$ cat config.mk
export PLATFORM = sky130hd
export DESIGN_NAME = duart_irq_front
export DESIGN_NICKNAME = d
export VERILOG_FILES = /design/src/rtl/duart_pkg.sv /design/src/rtl/duart_decode.sv /design/src/rtl/duart_chan.sv /design/src/rtl/duart_irq_ctrl.sv /design/src/rtl/duart_irq_front.sv
export SDC_FILE = /design/constraint.sdc
export NUM_CORES = 1
export LEC_CHECK = 0
export BUFFER_PORTS_ARGS = -buffer_cell sky130_fd_sc_hd__clkbuf_2
export CELL_PAD_IN_SITES_DETAIL_PLACEMENT = 1
export CELL_PAD_IN_SITES_GLOBAL_PLACEMENT = 1
export CORE_UTILIZATION = 35
export DETAILED_ROUTE_END_ITERATION = 6
export HOLD_SLACK_MARGIN = 0.08
export PLACE_DENSITY_LB_ADDON = 0.15
export SETUP_SLACK_MARGIN = 0.4
export SLEW_MARGIN = 40
export SYNTH_ARGS = -nofsm -noshare
export SYNTH_HDL_FRONTEND = slang
export SYNTH_SLANG_ARGS = --single-unit
$ cat constraint.sdc
create_clock -name clk_i -period 4.1 [get_ports clk_i]
set_input_delay 0.82 -clock clk_i [delete_from_list [all_inputs] [get_ports clk_i]]
set_output_delay 0.82 -clock clk_i [all_outputs]
set_load 0.02 [all_outputs]
$ cat src/rtl/duart_pkg.sv
package duart_pkg;
  localparam int unsigned NUM_CH = 2;
  localparam int unsigned OFS_W  = 7;

  // per-channel register offsets, index 0 = channel A
  localparam logic [NUM_CH-1:0][OFS_W-1:0] OFS_STAT = {7'h4C, 7'h0C};
  localparam logic [NUM_CH-1:0][OFS_W-1:0] OFS_CMD  = {7'h54, 7'h14};
  localparam logic [NUM_CH-1:0][OFS_W-1:0] OFS_HOLD = {7'h5C, 7'h1C};
  localparam logic [OFS_W-1:0]             OFS_ISR  = 7'h2C;

  // status bit positions
  localparam int unsigned ST_RX_AVAIL = 0;
  localparam int unsigned ST_TX_RDY   = 2;
  localparam int unsigned ST_OVERRUN  = 4;

  // command bit positions
  localparam int unsigned CMD_FLUSH   = 3;
  localparam int unsigned CMD_CLR_OVR = 4;

  function automatic int unsigned tx_bit(int unsigned ch);
    return 4 * ch;
  endfunction

  function automatic int unsigned rx_bit(int unsigned ch);
    return 4 * ch + 1;
  endfunction

  typedef struct packed {
    logic hold_rd;
    logic hold_wr;
    logic cmd_wr;
  } ch_acc_t;
endpackage

$ cat src/rtl/duart_decode.sv
module duart_decode
  import duart_pkg::*;
#(
  parameter int unsigned ADDR_W = 8
) (
  input  logic              req_i,
  input  logic              we_i,
  input  logic [ADDR_W-1:0] addr_i,
  output ch_acc_t [NUM_CH-1:0] acc_o,
  output logic [NUM_CH-1:0] stat_rd_o,
  output logic              isr_rd_o,
  output logic              isr_wr_o
);
  logic rd, wr;
  assign rd = req_i && !we_i;
  assign wr = req_i && we_i;

  always_comb begin
    for (int c = 0; c < NUM_CH; c++) begin
      stat_rd_o[c]     = rd && (addr_i == ADDR_W'(OFS_STAT[c]));
      acc_o[c].hold_rd = rd && (addr_i == ADDR_W'(OFS_HOLD[c]));
      acc_o[c].hold_wr = wr && (addr_i == ADDR_W'(OFS_HOLD[c]));
      acc_o[c].cmd_wr  = wr && (addr_i == ADDR_W'(OFS_CMD[c]));
    end
    isr_rd_o = rd && (addr_i == ADDR_W'(OFS_ISR));
    isr_wr_o = wr && (addr_i == ADDR_W'(OFS_ISR));
  end
endmodule

$ cat src/rtl/duart_chan.sv
module duart_chan
  import duart_pkg::*;
#(
  parameter int unsigned DATA_W   = 8,
  parameter int unsigned TX_DEPTH = 4
) (
  input  logic              clk_i,
  input  logic              rst_ni,
  input  logic              rx_valid_i,
  input  logic [DATA_W-1:0] rx_data_i,
  input  logic              hold_rd_i,
  input  logic              hold_wr_i,
  input  logic [DATA_W-1:0] wdata_i,
  input  logic              flush_i,
  input  logic              clr_ovr_i,
  input  logic              tx_ready_i,
  output logic              tx_valid_o,
  output logic [DATA_W-1:0] tx_data_o,
  output logic [DATA_W-1:0] status_o,
  output logic [DATA_W-1:0] rx_byte_o
);
  localparam int unsigned PTR_W = (TX_DEPTH > 1) ? $clog2(TX_DEPTH) : 1;
  localparam int unsigned CNT_W = $clog2(TX_DEPTH + 1);

  // receive side
  logic              rx_full_q, ovr_q;
  logic [DATA_W-1:0] rx_buf_q;

  always_ff @(posedge clk_i or negedge rst_ni) begin
    if (!rst_ni) begin
      rx_full_q <= 1'b0;
      rx_buf_q  <= '0;
      ovr_q     <= 1'b0;
    end else begin
      if (rx_valid_i) begin
        rx_buf_q  <= rx_data_i;
        rx_full_q <= 1'b1;
      end else if (hold_rd_i) begin
        rx_full_q <= 1'b0;
      end
      if (rx_valid_i && rx_full_q && !hold_rd_i) ovr_q <= 1'b1;
      else if (clr_ovr_i)                         ovr_q <= 1'b0;
    end
  end

  always_comb begin
    status_o              = '0;
    status_o[ST_RX_AVAIL] = rx_full_q;
    status_o[ST_TX_RDY]   = 1'b1;
    status_o[ST_OVERRUN]  = ovr_q;
  end
  assign rx_byte_o = rx_full_q ? rx_buf_q : '0;

  // transmit queue
  logic [DATA_W-1:0] mem_q [TX_DEPTH];
  logic [PTR_W-1:0]  rd_ptr_q, wr_ptr_q;
  logic [CNT_W-1:0]  cnt_q, cnt_nxt;
  logic              drain_q, drain_d, push, pop;

  assign push    = hold_wr_i && (cnt_q != CNT_W'(TX_DEPTH));
  assign pop     = tx_valid_o && tx_ready_i;
  assign cnt_nxt = cnt_q + CNT_W'(push) - CNT_W'(pop);

  always_comb begin
    drain_d = drain_q;
    if (flush_i || cnt_nxt == CNT_W'(TX_DEPTH)) drain_d = 1'b1;
    else if (cnt_nxt == '0)                     drain_d = 1'b0;
  end

  function automatic logic [PTR_W-1:0] ptr_inc(logic [PTR_W-1:0] p);
    return (p == PTR_W'(TX_DEPTH - 1)) ? '0 : p + 1'b1;
  endfunction

  always_ff @(posedge clk_i or negedge rst_ni) begin
    if (!rst_ni) begin
      rd_ptr_q <= '0;
      wr_ptr_q <= '0;
      cnt_q    <= '0;
      drain_q  <= 1'b0;
    end else begin
      if (push) wr_ptr_q <= ptr_inc(wr_ptr_q);
      if (pop)  rd_ptr_q <= ptr_inc(rd_ptr_q);
      cnt_q   <= cnt_nxt;
      drain_q <= drain_d;
    end
  end

  always_ff @(posedge clk_i) begin
    if (push) mem_q[wr_ptr_q] <= wdata_i;
  end

  assign tx_valid_o = drain_q && (cnt_q != '0);
  assign tx_data_o  = mem_q[rd_ptr_q];

  p_tx_hold_r9: assert property (@(posedge clk_i) disable iff (!rst_ni)
    tx_valid_o && !tx_ready_i |=> tx_valid_o && $stable(tx_data_o));

  p_tx_start_r9: assert property (@(posedge clk_i) disable iff (!rst_ni)
    $rose(tx_valid_o) |-> $past(flush_i || cnt_nxt == CNT_W'(TX_DEPTH)));

  p_ovr_sticky_r10: assert property (@(posedge clk_i) disable iff (!rst_ni)
    ovr_q && !clr_ovr_i |=> ovr_q);
endmodule

$ cat src/rtl/duart_irq_ctrl.sv
module duart_irq_ctrl
  import duart_pkg::*;
#(
  parameter int unsigned DATA_W   = 8,
  parameter int unsigned TICK_DIV = 2
) (
  input  logic              clk_i,
  input  logic              rst_ni,
  input  logic              imr_wr_i,
  input  logic [DATA_W-1:0] wdata_i,
  input  logic [NUM_CH-1:0] rx_evt_i,
  input  logic [NUM_CH-1:0] hold_rd_i,
  input  logic [NUM_CH-1:0] hold_wr_i,
  input  logic              stat_a_rd_i,
  input  logic              tick_i,
  output logic [DATA_W-1:0] isr_o,
  output logic              irq_o
);
  localparam int unsigned CNT_W = (TICK_DIV > 1) ? $clog2(TICK_DIV) : 1;

  logic [DATA_W-1:0] isr_q, imr_q, isr_d, imr_d, set_v, clr_v, tx_mask;
  logic [CNT_W-1:0]  tick_cnt_q;
  logic              fire, set_evt, irq_q, irq_d;

  assign fire = tick_i && (tick_cnt_q == CNT_W'(TICK_DIV - 1));

  always_comb begin
    tx_mask = '0;
    set_v   = '0;
    clr_v   = '0;
    for (int unsigned c = 0; c < NUM_CH; c++) begin
      tx_mask[tx_bit(c)] = 1'b1;
      if (rx_evt_i[c] && imr_q[rx_bit(c)]) set_v[rx_bit(c)] = 1'b1;
      if (hold_rd_i[c]) clr_v[rx_bit(c)] = 1'b1;
      if (hold_wr_i[c]) clr_v[tx_bit(c)] = 1'b1;
    end
    if (fire && |(imr_q & tx_mask)) set_v = set_v | tx_mask;
  end

  assign imr_d   = imr_wr_i ? wdata_i : imr_q;
  assign isr_d   = (isr_q & ~clr_v) | set_v;
  assign set_evt = |set_v;

  always_comb begin
    irq_d = irq_q;
    if (set_evt)                  irq_d = 1'b1;
    else if (stat_a_rd_i)         irq_d = 1'b0;
    else if ((isr_d & imr_d) == '0) irq_d = 1'b0;
  end

  always_ff @(posedge clk_i or negedge rst_ni) begin
    if (!rst_ni) begin
      isr_q      <= '0;
      imr_q      <= '0;
      irq_q      <= 1'b0;
      tick_cnt_q <= '0;
    end else begin
      isr_q <= isr_d;
      imr_q <= imr_d;
      irq_q <= irq_d;
      if (tick_i) tick_cnt_q <= fire ? '0 : tick_cnt_q + 1'b1;
    end
  end

  assign isr_o = isr_q;
  assign irq_o = irq_q;

  for (genvar g = 0; g < NUM_CH; g++) begin : g_chk
    localparam int unsigned RXB = rx_bit(g);
    localparam int unsigned TXB = tx_bit(g);
    p_rx_needs_mask_r3: assert property (@(posedge clk_i) disable iff (!rst_ni)
      $rose(isr_q[RXB]) |-> $past(imr_q[RXB]));
    p_tx_needs_mask_r6: assert property (@(posedge clk_i) disable iff (!rst_ni)
      $rose(isr_q[TXB]) |-> $past(|(imr_q & tx_mask)));
  end

  p_fire_spacing_r6: assert property (@(posedge clk_i) disable iff (!rst_ni)
    fire |=> !fire);

  p_irq_drop_r7: assert property (@(posedge clk_i) disable iff (!rst_ni)
    stat_a_rd_i && !set_evt |=> !irq_o);

  p_irq_rise_r8: assert property (@(posedge clk_i) disable iff (!rst_ni)
    $rose(irq_o) |-> $past(set_evt));
endmodule

$ cat src/rtl/duart_irq_front.sv
module duart_irq_front
  import duart_pkg::*;
#(
  parameter int unsigned ADDR_W   = 8,
  parameter int unsigned DATA_W   = 8,
  parameter int unsigned TX_DEPTH = 4,
  parameter int unsigned TICK_DIV = 2
) (
  input  logic              clk_i,
  input  logic              rst_ni,
  input  logic              req_i,
  input  logic              we_i,
  input  logic [ADDR_W-1:0] addr_i,
  input  logic [DATA_W-1:0] wdata_i,
  output logic [DATA_W-1:0] rdata_o,
  input  logic              tick_i,
  input  logic              rxa_valid_i,
  input  logic [DATA_W-1:0] rxa_data_i,
  output logic              rxa_ready_o,
  input  logic              rxb_valid_i,
  input  logic [DATA_W-1:0] rxb_data_i,
  output logic              rxb_ready_o,
  output logic              txa_valid_o,
  output logic [DATA_W-1:0] txa_data_o,
  input  logic              txa_ready_i,
  output logic              txb_valid_o,
  output logic [DATA_W-1:0] txb_data_o,
  input  logic              txb_ready_i,
  output logic              irq_o
);
  ch_acc_t [NUM_CH-1:0]             acc;
  logic [NUM_CH-1:0]                stat_rd, rx_valid, tx_ready, tx_valid;
  logic [NUM_CH-1:0]                hold_rd, hold_wr;
  logic [NUM_CH-1:0][DATA_W-1:0]    rx_data, tx_data, status, rx_byte;
  logic                             isr_rd, isr_wr;
  logic [DATA_W-1:0]                isr;

  assign rx_valid    = {rxb_valid_i, rxa_valid_i};
  assign rx_data     = {rxb_data_i, rxa_data_i};
  assign tx_ready    = {txb_ready_i, txa_ready_i};
  assign rxa_ready_o = 1'b1;
  assign rxb_ready_o = 1'b1;
  assign txa_valid_o = tx_valid[0];
  assign txb_valid_o = tx_valid[1];
  assign txa_data_o  = tx_data[0];
  assign txb_data_o  = tx_data[1];

  duart_decode #(.ADDR_W(ADDR_W)) u_decode (
    .req_i    (req_i),
    .we_i     (we_i),
    .addr_i   (addr_i),
    .acc_o    (acc),
    .stat_rd_o(stat_rd),
    .isr_rd_o (isr_rd),
    .isr_wr_o (isr_wr)
  );

  for (genvar c = 0; c < NUM_CH; c++) begin : g_ch
    assign hold_rd[c] = acc[c].hold_rd;
    assign hold_wr[c] = acc[c].hold_wr;
    duart_chan #(.DATA_W(DATA_W), .TX_DEPTH(TX_DEPTH)) u_chan (
      .clk_i     (clk_i),
      .rst_ni    (rst_ni),
      .rx_valid_i(rx_valid[c]),
      .rx_data_i (rx_data[c]),
      .hold_rd_i (acc[c].hold_rd),
      .hold_wr_i (acc[c].hold_wr),
      .wdata_i   (wdata_i),
      .flush_i   (acc[c].cmd_wr && wdata_i[CMD_FLUSH]),
      .clr_ovr_i (acc[c].cmd_wr && wdata_i[CMD_CLR_OVR]),
      .tx_ready_i(tx_ready[c]),
      .tx_valid_o(tx_valid[c]),
      .tx_data_o (tx_data[c]),
      .status_o  (status[c]),
      .rx_byte_o (rx_byte[c])
    );
  end

  duart_irq_ctrl #(.DATA_W(DATA_W), .TICK_DIV(TICK_DIV)) u_irq (
    .clk_i      (clk_i),
    .rst_ni     (rst_ni),
    .imr_wr_i   (isr_wr),
    .wdata_i    (wdata_i),
    .rx_evt_i   (rx_valid),
    .hold_rd_i  (hold_rd),
    .hold_wr_i  (hold_wr),
    .stat_a_rd_i(stat_rd[0]),
    .tick_i     (tick_i),
    .isr_o      (isr),
    .irq_o      (irq_o)
  );

  always_comb begin
    rdata_o = '0;
    for (int c = 0; c < NUM_CH; c++) begin
      if (stat_rd[c]) rdata_o = status[c];
      if (hold_rd[c]) rdata_o = rx_byte[c];
    end
    if (isr_rd) rdata_o = isr;
  end

  p_rdata_quiet_r11: assert property (@(posedge clk_i) disable iff (!rst_ni)
    !(req_i && !we_i) |-> rdata_o == '0);
endmodule

; Yosys cells after proc, flatten, opt, wreduce, memory -nomap -nowiden
; Memories as Yosys holds them, arrays and structs flattened.
; Index checks and enable logic that the tools add are counted.
[word_totals]
reg_bits = 54
mem_bits_rw = 64
out_inout_bits = 29
memories = 2
[op_classes]
add_sub_neg = 9
n_eq_ne = 15
mux = 39
n_bitwise = 4
reduce_logical = 49
[memory_table]
columns = name, words, word_bits, rd, rd_ports_with_merged_regs, write_ports, line_no
row1 = g_ch[0].u_chan.mem_q, 4, 8, 1, 0, 1, duart_chan.sv:55  ; logic [DATA_W-1:0] mem_q [TX_DEPTH];
row2 = g_ch[1].u_chan.mem_q, 4, 8, 1, 0, 1, duart_chan.sv:55
[ops]
columns = op, count
row1 = two-way mux 8 bit, 7
row2 = logical AND 1 bit, 30
row3 = two-way mux 1 bit, 26
row4 = "equality test 8 x 7 -> 1 bit, second input constant", 3
row5 = bitwise AND 8 bit, 2
row6 = "equality test 8 x 5 -> 1 bit, second input constant", 2
row7 = nonzero test 2 bit, 6
row8 = two-way mux 5 bit, 2
row9 = nonzero test 3 bit, 3
row10 = "adder 2 x 1 -> 2 bit, second input constant", 4
row11 = "equality test 2 bit, second input constant", 4
row12 = "equality test 8 x 4 -> 1 bit, second input constant", 1
row13 = "equality test 8 x 6 -> 1 bit, second input constant", 1
row14 = zero test 8 bit, 1
row15 = two-way mux 2 bit, 4
row16 = inverter 6 -> 8 bit, 1
row17 = bitwise OR 8 x 6 -> 8 bit, 1
row18 = OR reduction 8 bit, 1
row19 = adder 3 x 1 -> 3 bit, 2
row20 = "equality test 3 bit, second input constant", 2
row21 = zero test 3 bit, 2
row22 = "!= test 3 bit, second input constant", 2
row23 = subtractor 3 x 1 -> 3 bit, 2
row24 = zero test 1 bit, 3
row25 = other kinds (3), 4

; Longest topological paths before layout
; Gate-level depths: netlist (run 1).
[depth]
ltp_word = 12
ltp_mapped = 12

; Hierarchy
; From an unflattened synthesis (run 1), not the netlist that was laid out.
[hier_totals]
cells_unflattened = 364
area_unflattened_um2 = 5230.0
[modules_own_cells]
columns = module, n_inst, cells_each, area_per_inst_um2
row1 = duart_chan, 2, 125, 2142.1
row2 = duart_irq_ctrl, 1, 39, 447.9
row3 = duart_irq_front, 1, 55, 344.1
row4 = duart_decode, 1, 20, 153.9

; Least setup slack after synthesis (run 1)
; Ideal clock, no wire load.
[synth_timing]
path_type = input-to-output
start = in addr_i[6]
end = out rdata_o[2]
arrival_ps = 2438
path_slack_ps = 842
cell_stages = 5
cell_sequence = buf_6 > or4b_4 > nor4_4 > a32oi_1 > nor3_1
[synth_between]
elab_chain_cells = 7
elab_cells_between_ends = 15
[synth_lines]
columns = element, line_no
row1 = from (decl), duart_irq_front.sv:13  ; input logic [ADDR_W-1:0] addr_i,
row2 = equality test 8 x 4 -> 1 bit, duart_decode.sv:20  ; stat_rd_o[c] = rd && (addr_i == ADDR_W'(OFS_STAT[c]));
row3 = logical AND 1 bit, duart_decode.sv:20
row4 = two-way mux 5 bit, duart_irq_front.sv:96  ; if (stat_rd[c]) rdata_o = status[c];
row5 = two-way mux 8 bit, duart_irq_front.sv:97  ; if (hold_rd[c]) rdata_o = rx_byte[c];
row6 = two-way mux 8 bit, duart_irq_front.sv:96
row7 = two-way mux 8 bit, duart_irq_front.sv:97
row8 = two-way mux 8 bit (*), duart_irq_front.sv:99  ; if (isr_rd) rdata_o = isr;
row9 = to (decl), duart_irq_front.sv:15  ; output logic [DATA_W-1:0] rdata_o,
; Every way passes the cells marked *; elsewhere a longest branch is shown, timed or not.

; Final worst setup path (run 1)
[layout_timing]
start = in addr_i[6]
end = out rdata_o[4]
; Same word-level chain as after synthesis.

==> impl_results.md, run 1 <==
* Outcome: finished, final reports clean
* Max frequency at 289 MHz
* Setup TNS at 0 ns
* Slew Limit Fails at 0
* Crit-path max FO at 10
* Tcrit/Tclk final at 0.844
* Reg2reg path depth at 12
* Reg2reg setup slack at 1.55 ns
* Ranking of synthesized cells by area: edfxtp_1 (40%), dfrtp_1 (24%), mux4_2 (7.5%)
* Cell area after synthesis at 0.00483 sq mm
* CP Launch Type: input pin
* Via Count at 2853
* Worst-Margin Slew at 0.625 ns
* Syn avg cell area at 15.5 sq um
* Full die area at 0.0143 sq mm
* Cell count after synthesis at 312
* Avg WL per Cell at 18.5 um
* Total routed wirelength at 10.4 mm
* TritonCTS Buffers at 9
* CTS root buf: clkbuf_16
* # H-tree levels at 3
* Vias/cell at 5.06
* Placed Area at 0.00536 sq mm
* N_diodes at 0
* Post-synth top area share at 0.398
* RSZ-0062 raised after global routing: no
* Final HPWL DP at 7.44 mm
* Buffers on Ports at 67
* Cts hold-fix bufs at 0
* Initial antenna violation count at 0
* ANT nets after route at 0
* Largest net degree at the start of global routing at 34
* Synth Register Bits at 110
* CTS clock-pin slew for the worst setup and hold paths at 0.07 ns
* I/O pin count at 70
* Number of global-route vias before repair at 3130
* Worst-Skew Late Latency at 0.35 ns
* Row Count at 42
* Crit Path Category: in2out
* Core area at 0.0133 sq mm
* Crit. End Element: output pin
* Reg2Reg Launch Point: g_ch[0].u_chan.cnt_q[1]
* Most frequently used flop master after synthesis: edfxtp_1
* Initial Utilization at 0.362
* Worst hold slack at 0.377 ns
* Clock tree buffer depth at 2
* Post-Layout Inst Area at 0.00565 sq mm
* Worst path arrival time at 2.64 ns
* Width of the die at 119 um
* Clock Skew at 0.00767 ns
* First-pass GRT wire length at 17.0 mm
* Worst min path class: in2async
* Asr flop ratio synth at 0.418
* Die H at 119 um
* Number of synthesized flops with an enable pin at 64
* GR Overflow Total at 0
* TritonCTS clock tree: built
* Synthesis Warnings at 0
* Setup Fix Bufs, Post-CTS at 0
* Peak supply drop at 0.203 mV
* DR pass1 iterations at 4
* Max-cap violations at 0
* Post-CTS Resized at 0
* Largest area contributor in the netlist: edfxtp_1
* Nets at 440
* Area grow syn2layout at 17.0%
* DRC viols at 0
* Slew HR at 0.584
* Fin crit period at 3.46 ns
* Final Hold Fails at 0
* RR Endpoint: g_ch[0].u_chan.drain_q
* CTS Sinks at 110
* First DRT Iteration DRCs at 180
* Final setup fails at 0
* Fraction of layout instances using a drive strength above 1 at 0.338
* Total GRT Usage at 0.160
* Leakage power at 2.25 nW
* GPL Wtd Cong at 0.792
* Synth cell types at 54
* Critical Path RT at 3.28 ns
* Sequential fraction of the synthesis area at 0.636
* Power per cell area at 536 mW/mm^2
==> flip-flops by register name (all words and copies together) (netlist names) <==
name / count
g_ch.u_chan.cnt_q: 6
g_ch.u_chan.drain_q: 2
g_ch.u_chan.mem_q: 64
g_ch.u_chan.ovr_q: 2
g_ch.u_chan.rd_ptr_q: 4
g_ch.u_chan.rx_buf_q: 16
g_ch.u_chan.rx_full_q: 2
g_ch.u_chan.wr_ptr_q: 4
u_irq.imr_q: 4
u_irq.irq_o: 1
u_irq.isr_o: 4
u_irq.tick_cnt_q: 1
==> routing by layer <==
layer,vias to the layer above,share of wire,track usage
met4,0,0.022,0.0633
met3,16,0.047,0.0498
met5,-,0,0
met1,1438,0.44,0.193
met2,84,0.49,0.266
li1,1315,-,-
==> worst max-delay path, cell delays in order <==
cell and delay [ns]:
clkbuf_2 0.18, or4b_4 0.63, nor4_4 0.51, nand2_1 0.11
o31ai_1 0.08, a221o_1 0.15, clkbuf_2 0.16
==> logic make-up (layout without fill, tap and decap cells) <==
family	after synthesis	after routing	share of synthesized area
flip-flops	110	110	0.636
XOR/XNOR	5	5	0.00907
AND/OR/NAND/NOR	69	69	0.0795
adder cells (fa/ha/maj)	16	16	0.0446
AO/OA/AOI/OAI	40	40	0.0710
multiplexers	41	41	0.132
buffers and inverters	30	105	0.0267
other	1	2	0.000776
==> area by class of cell <==
cell class	count	area, sq um
inverters	19	71.3
multi-input cells	173	1640
clock inverters	4	55.1
well taps	176	220
clock buffers	12	236
flip-flops and latches	110	3070
fillers	1400	7700
repair buffers	70	358
==> synth_stat cells, types with 2 or more instances <==
cell       count
edfxtp_1      64
dfrtp_1       46
nand2_1       28
mux2_2        22
inv_1         19
mux4_2        16
ha_1          14
and2_1         9
nor2_1         9
o31ai_1        7
a22oi_1        5
clkbuf_1       5
nor3_1         5
o21ai_0        4
a22o_1         3
mux2i_1        3
nand3_1        3
xnor2_1        3
a21o_1         2
a21oi_1        2
a41oi_1        2
buf_1          2
buf_4          2
fa_1           2
nand4_1        2
nand4bb_1      2
o31a_1         2
or4b_4         2
xor2_1         2
==> stage by stage <==
step / instances / power, mW / utilization / setup slack [ns]
final: 564 / 3.03 / 0.423 / 0.638
after global routing: 564 / 3.21 / 0.423 / 0.521
after detailed placement: 548 / 2.21 / 0.402 / 0.511
after CTS: 564 / 3.09 / 0.423 / 0.638
after floorplan: 313 / 1.96 / - / 0.842
after global placement: 548 / 2.18 / 0.401 / 0.626
==> power breakdown <==
part	switching [mW]	internal, mW
clock network	0.392	0.479
logic	0.365	0.354
registers	0.166	1.28
==> worst max path at each step <==
stage / to / start / cells after the start / slack, ns
final: rdata_o[4] / addr_i[6] / 7 / 0.64
after global placement: g_ch[0].u_chan.drain_q / addr_i[6] / 10 / 0.63
after CTS: rdata_o[4] / addr_i[6] / 7 / 0.64
after floorplan: rdata_o[2] / addr_i[6] / 5 / 0.84
after detailed placement: g_ch[0].u_chan.drain_q / addr_i[6] / 10 / 0.51
after global routing: rdata_o[0] / addr_i[6] / 6 / 0.52
==> cell usage in the layout, fill, tap and decap left out, types with 4 or more instances in the layout <==
master     synthesis  final
clkbuf_16          0      9
nor3_1             5      5
clkbuf_2           0     67
nand2_1           28     28
mux2_2            22     22
edfxtp_1          64     64
a22oi_1            5      5
nor2_1             9      9
inv_1             19     19
o21ai_0            4      4
ha_1              14     14
and2_1             9      9
o31ai_1            7      7
dfrtp_1           46     46
mux4_2            16     16
Note: power is estimated with default switching activity, not from simulation.
==> inputs of run 2 (changes only) <==
ABC_AREA = 1   (was default)
clock period = 2.8 ns   (was 4.1 ns; I/O delays follow)
==> impl_results.md, run 2 <==
* Portion of netlist area occupied by mux cells at 0.00682
* Slew HR at 0.645
* Area grow syn2layout at 21.5%
* Synth Register Bits at 110
* Synth cell count leaders: nand2_1 (65), edfxtp_1 (64), nor2_1 (57)
* Number of global-route vias before repair at 3701
* Synthesis Warnings at 0
* CTS clock-pin slew for the worst setup and hold paths at 0.07 ns
* Power per cell area at 787 mW/mm^2
* Die H at 121 um
* Largest area contributor in the netlist: edfxtp_1
* # H-tree levels at 3
* Cell area after synthesis at 0.00495 sq mm
* First-pass GRT wire length at 19.1 mm
* Width of the die at 121 um
* N_diodes at 0
* Ranking of synthesized cells by area: edfxtp_1 (39%), dfrtp_1 (23%), o21ai_0 (5.3%)
* Tcrit/Tclk final at 0.833
* TritonCTS clock tree: built
* Setup TNS at 0 ns
* Crit Path Category: in2out
* Simple-gate share of the synthesized area at 0.151
* Compound-Gate Fraction of Synth Area at 0.108
* I/O pin count at 70
* Slew Limit Fails at 0
* FILL cells at 1562
* Crit path launch: addr_i[0]
* Reg2reg setup slack at 0.52 ns
* Number of synthesized flops with an enable pin at 64
* Most frequently used flop master after synthesis: edfxtp_1
* Internal at 3.02 mW
* XOR/XNOR share of the synthesized area at 0.00884
* RR Endpoint: g_ch[0].u_chan.drain_q
* Top Registers: g_ch.u_chan.mem_q (64), g_ch.u_chan.rx_buf_q (16), g_ch.u_chan.cnt_q (6)
* Full die area at 0.0146 sq mm
* Leakage power at 2.63 nW
* Reg2Reg Launch Point: g_ch[0].u_chan.cnt_q[1]
* Avg WL per Cell at 16.1 um
* Sequential fraction of the synthesis area at 0.620
* Reg2reg path depth at 13
* GR Overflow Total at 0
* Outcome: finished, final reports clean
* P_sw at 1.72 mW
* Critical Path RT at 2.24 ns
* Core area at 0.0138 sq mm
* Final setup fails at 0
* Total routed wirelength at 12.0 mm
* Worst min path class: in2async
* Sw frac at 0.362
* DRC viols at 0
* GPL Wtd Cong at 0.815
* Fin crit period at 2.33 ns
* Cell count after synthesis at 466
* Initial Utilization at 0.358
* Largest net degree at the start of global routing at 29
* Max-cap violations at 0
* Commonest cells after routing, fill and taps aside: nand2_1 (64), edfxtp_1 (64), clkbuf_2 (63), nor2_1 (54), o21ai_0 (52)
* Worst-Margin Slew at 0.531 ns
* Peak supply drop at 0.297 mV
* Fraction of layout instances using a drive strength above 1 at 0.289
* Final HPWL DP at 8.68 mm
* Total GRT Usage at 0.176
* Via Count at 3580
* CP Launch Type: input pin
* CTS root buf: clkbuf_16
* Row Count at 43
* Clock tree buffer depth at 2
* Buffers on Ports at 67
* Placed Cells at 718
* RSZ-0062 raised after global routing: yes
* First DRT Iteration DRCs at 167
* Post-synth top area share at 0.388
* Final Hold Fails at 0
* Crit. End Element: output pin
* CTS Sinks at 110
* Nets at 616
* Cts hold-fix bufs at 0
* Flop pwr share at 0.420
* Cell with the most instances after synthesis: nand2_1
* Clock share of power at 0.252
* Asr flop ratio synth at 0.418
* Comb pwr share at 0.327
* Crit-path max FO at 5
* Final setup margin at 0.469 ns
* Pre-CTS setup slack at 0.139 ns
* Post-Layout Cell Count at 744
* Clock Skew at 0.0111 ns
* Max frequency at 429 MHz
* DR pass1 iterations at 6
* Final Util at 0.435
* Main combinational cell family by area after synthesis: simple AND/OR/NAND/NOR gates
* Biggest register: g_ch.u_chan.mem_q
* Synth cell types at 36
* Initial antenna violation count at 0
* Worst-Skew Late Latency at 0.36 ns
* Vias/cell at 4.81
* TritonCTS Buffers at 9
* Number of flip-flops in the largest register at 64
* ANT nets after route at 0
* Adder-cell area share of the yosys netlist at 0.0434
* Syn avg cell area at 10.6 sq um
* Worst path arrival time at 1.77 ns
-- run 2: changes by cell type after synthesis, moves of 6 or more --
cell	change
and2_1	-9
inv_1	+37
inv_2	+8
mux2_2	-19
mux4_2	-16
nand2_1	+37
nand2_2	+7
nand3_1	+13
nor2_1	+48
o21ai_0	+48
o22ai_1	+21
o31ai_1	-6
-- run 2: cell type report --
cell class | instances | area (sq um) | share of cell area
repair buffers | 92 | 533 | 0.0885
flip-flops and latches | 110 | 3080 | 0.511
multi-input cells | 281 | 1670 | 0.277
inverters | 65 | 250 | 0.0416
well taps | 180 | 225 | 0.0374
clock buffers | 11 | 233 | 0.0387
clock inverters | 5 | 36.3 | 0.00603
-- run 2: kinds of logic (layout without fill, tap and decap cells) --
kind of cell    after synthesis  count (layout)
simple gates                164             164
flops                       110             110
compound gates               91              91
buf+inv                      76             173
fa+ha+maj                    16              16
xor+xnor                      5               5
mux                           3               3
other cells                   1               2
-- run 2: worst max-delay path by stage --
| stage | endpoint | cells past startpoint |
|---|---|---|
| floorplan | g_ch[0].u_chan.drain_q | 13 |
| global placement | g_ch[0].u_chan.drain_q | 13 |
| detailed placement | g_ch[0].u_chan.drain_q | 13 |
| CTS | g_ch[0].u_chan.drain_q | 13 |
| global route | rdata_o[1] | 12 |
| finish | rdata_o[5] | 11 |
-- run 2: layer usage --
metal,vias up,share of wire,global-route usage
met5,-,0,0
met4,0,0.014,0.0671
met3,11,0.028,0.0282
met2,50,0.52,0.313
met1,1771,0.44,0.212
li1,1748,-,-
-- run 2: worst max-delay path, stage by stage --
cell and delay (ns):
clkbuf_2 0.11, nor2_4 0.14, nand2_4 0.10, nor2_4 0.16
nand2_4 0.10, inv_4 0.10, nand2_4 0.08, o21ai_1 0.14
o22ai_1 0.09, inv_1 0.06, buf_4 0.13
-- run 2: power groups by stage --
stage	Combinational, mW	Clock, mW	Sequential, mW
finish	1.55	1.19	1.99
global route	1.74	1.28	2.01
CTS	1.48	1.23	2.00
detailed placement	1.45	0	2.03
global placement	1.40	0	2.02
floorplan	0.985	0	1.98
-- run 2: repair_timing --
item,in CTS,in global routing
setup buffers,1,9
pin swaps,2,8
setup endpoints to repair,6,7
gates resized for setup,13,20
gates cloned,0,0
-- run 2: per-stage QoR --
stage / total power, mW / cell area [sq um] / hold slack, ns
2_1_floorplan: 2.97 / 4960 / 0.264
3_3_place_gp: 3.42 / 5580 / 0.452
3_5_place_dp: 3.48 / 5580 / 0.463
4_1_cts: 4.70 / 5900 / 0.182
5_1_grt: 5.03 / 6020 / 0.194
6_report: 4.74 / 6020 / 0.182
==> inputs of run 3 (changes only) <==
clock period = 2 ns   (was 2.8 ns; I/O delays follow)
==> impl_results.md, run 3 (synthesis gave the netlist of run 2 again) <==
* Placed Cells at 757
* Worst hold slack at 0.242 ns
* Commonest cells after routing, fill and taps aside: edfxtp_1 (64), nand2_1 (62), buf_4 (52), dfrtp_1 (44), inv_1 (36)
* Setup TNS at -0.358 ns
* Pre-CTS setup slack at -0.345 ns
* N_diodes at 0
* Via Count at 3941
* Crit-path max FO at 2
* Row Count at 43
* Top Registers: g_ch.u_chan.mem_q (64), g_ch.u_chan.rx_buf_q (16), g_ch.u_chan.cnt_q (6)
* Critical path cell sequence: inv_2 > a31oi_4 > nand2_1 > inv_2 > ha_4 > inv_4 > ha_4 > inv_2 > fa_2 > xnor2_2 > xor2_1 > nand2_1 > o221ai_2
* Power per cell area at 1150 mW/mm^2
* ANT nets after route at 0
* GR Overflow Total at 0
* Outcome: finished with violations
* Final setup margin at -0.103 ns
* Final Hold Fails at 0
* Post-Layout Cell Count at 816
* Avg WL per Cell at 17.2 um
* Tcrit/Tclk final at 1.05
* Critical Path RT at 2.23 ns
* # H-tree levels at 3
* Final HPWL DP at 9.26 mm
* Max frequency at 475 MHz
* Total GRT Usage at 0.205
* Post-Layout Inst Area at 0.00798 sq mm
* Final Util at 0.577
* CTS root buf: clkbuf_16
* Worst-Margin Slew at 0.527 ns
* Placed Area at 0.00629 sq mm
* Biggest register: g_ch.u_chan.mem_q
* First-pass GRT wire length at 22.6 mm
* Clock tree buffer depth at 2
* RSZ-0062 raised after global routing: yes
* DRC viols at 2
* Worst-Skew Late Latency at 0.35 ns
* CTS Sinks at 110
* Leakage power at 3.34 nW
* Largest net degree at the start of global routing at 32
* CP Launch Type: register
* Worst min path class: in2reg
* Reg2Reg Launch Point: g_ch[0].u_chan.cnt_q[2]
* Vias/cell at 4.83
* Fin crit period at 2.10 ns
* Slew HR at 0.648
* Critical path's slowest cell: dfrtp_1
* Delay of the slowest critical-path stage at 0.38 ns
* Peak supply drop at 0.427 mV
* Width of the die at 121 um
* Worst path arrival time at 2.34 ns
* Total routed wirelength at 14.0 mm
* Most common cell after layout, fill and taps aside: edfxtp_1
* CTS clock-pin slew for the worst setup and hold paths at 0.07 ns
* Die H at 121 um
* Max-cap violations at 0
* Nets at 688
* Crit path launch: g_ch[0].u_chan.cnt_q[2]
* Area grow syn2layout at 61.1%
* Failing checks: design-rule violations, negative setup slack
* Final setup fails at 7
* Critical Path Most Common Cell: inv_2
* Number of flip-flops in the largest register at 64
* Slew Limit Fails at 0
* TritonCTS clock tree: built
* Tot Pwr at 9.20 mW
* Crit. End Element: register
* Number of global-route vias before repair at 4369
* Full die area at 0.0146 sq mm
* I/O pin count at 70
* TritonCTS Buffers at 9
* FILL cells at 1415
* Core area at 0.0138 sq mm
* GPL Wtd Cong at 0.761
* Initial antenna violation count at 0
* Fraction of layout instances using a drive strength above 1 at 0.539
* DR pass1 iterations at 6
* Buffers on Ports at 67
* Crit Path Category: reg2reg
* Clock Skew at 0.0115 ns
* Cell family with most CP delay: adder cells
* Bufs and invs on worst path at 4
* HP Start: rxa_data_i[0]
* Initial Utilization at 0.358
* First DRT Iteration DRCs at 246
-- run 3: area by class of cell --
cell class | count | area (sq um) | share of cell area
flip-flops and latches | 110 | 3080 | 0.385
multi-input cells | 281 | 2430 | 0.304
inverters | 65 | 297 | 0.0372
well taps | 180 | 225 | 0.0282
repair buffers | 164 | 1640 | 0.206
clock inverters | 6 | 85.1 | 0.0107
clock buffers | 10 | 229 | 0.0287
-- run 3: what timing repair did --
action	in CTS	in global routing
endpoints found under the hold margin	15	0
setup endpoints to repair	64	97
gates cloned	4	0
setup buffers	33	5
pin swaps	51	26
resized for setup	213	63
hold buffers	1	0
-- run 3: worst register-to-register path, cell delays in order, from the launching register on --
cell	delay, ns
dfrtp_1	0.38
inv_2	0.06
a31oi_4	0.18
nand2_1	0.09
inv_2	0.09
ha_4	0.21
inv_4	0.05
ha_4	0.11
inv_2	0.03
fa_2	0.34
xnor2_2	0.14
xor2_1	0.17
nand2_1	0.08
o221ai_2	0.08
-- run 3: path summary, 6_finish.rpt --
| check | to | slack, ns | cells past startpoint |
|---|---|---|---|
| min in group asynchronous | u_irq.irq_o | 0.56 | 2 |
| hold reg to reg | u_irq.tick_cnt_q | 0.46 | 1 |
| setup / recovery | g_ch[0].u_chan.drain_q | -0.10 | 13 |
| hold / removal | g_ch[0].u_chan.rx_buf_q[0] | 0.24 | 3 |
| max in group asynchronous | u_irq.isr_o[4] | 0.89 | 3 |
| setup reg to reg | g_ch[0].u_chan.drain_q | -0.10 | 13 |
-- run 3: report_power, final --
group / leakage, nW / internal, mW / total, mW / switching [mW]
Sequential: 1.11 / 2.62 / 2.77 / 0.151
Combinational: 2.08 / 2.24 / 4.50 / 2.26
Clock: 0.151 / 1.10 / 1.93 / 0.834
Total: 3.34 / 5.96 / 9.20 / 3.25
-- run 3: metal layers --
layer / vias up / wire length [um] / GRT usage
met5: - / 0 / 0
met4: 0 / 138 / 0.0532
met3: 10 / 324 / 0.0334
met2: 58 / 7760 / 0.379
met1: 1974 / 5810 / 0.244
li1: 1899 / - / -
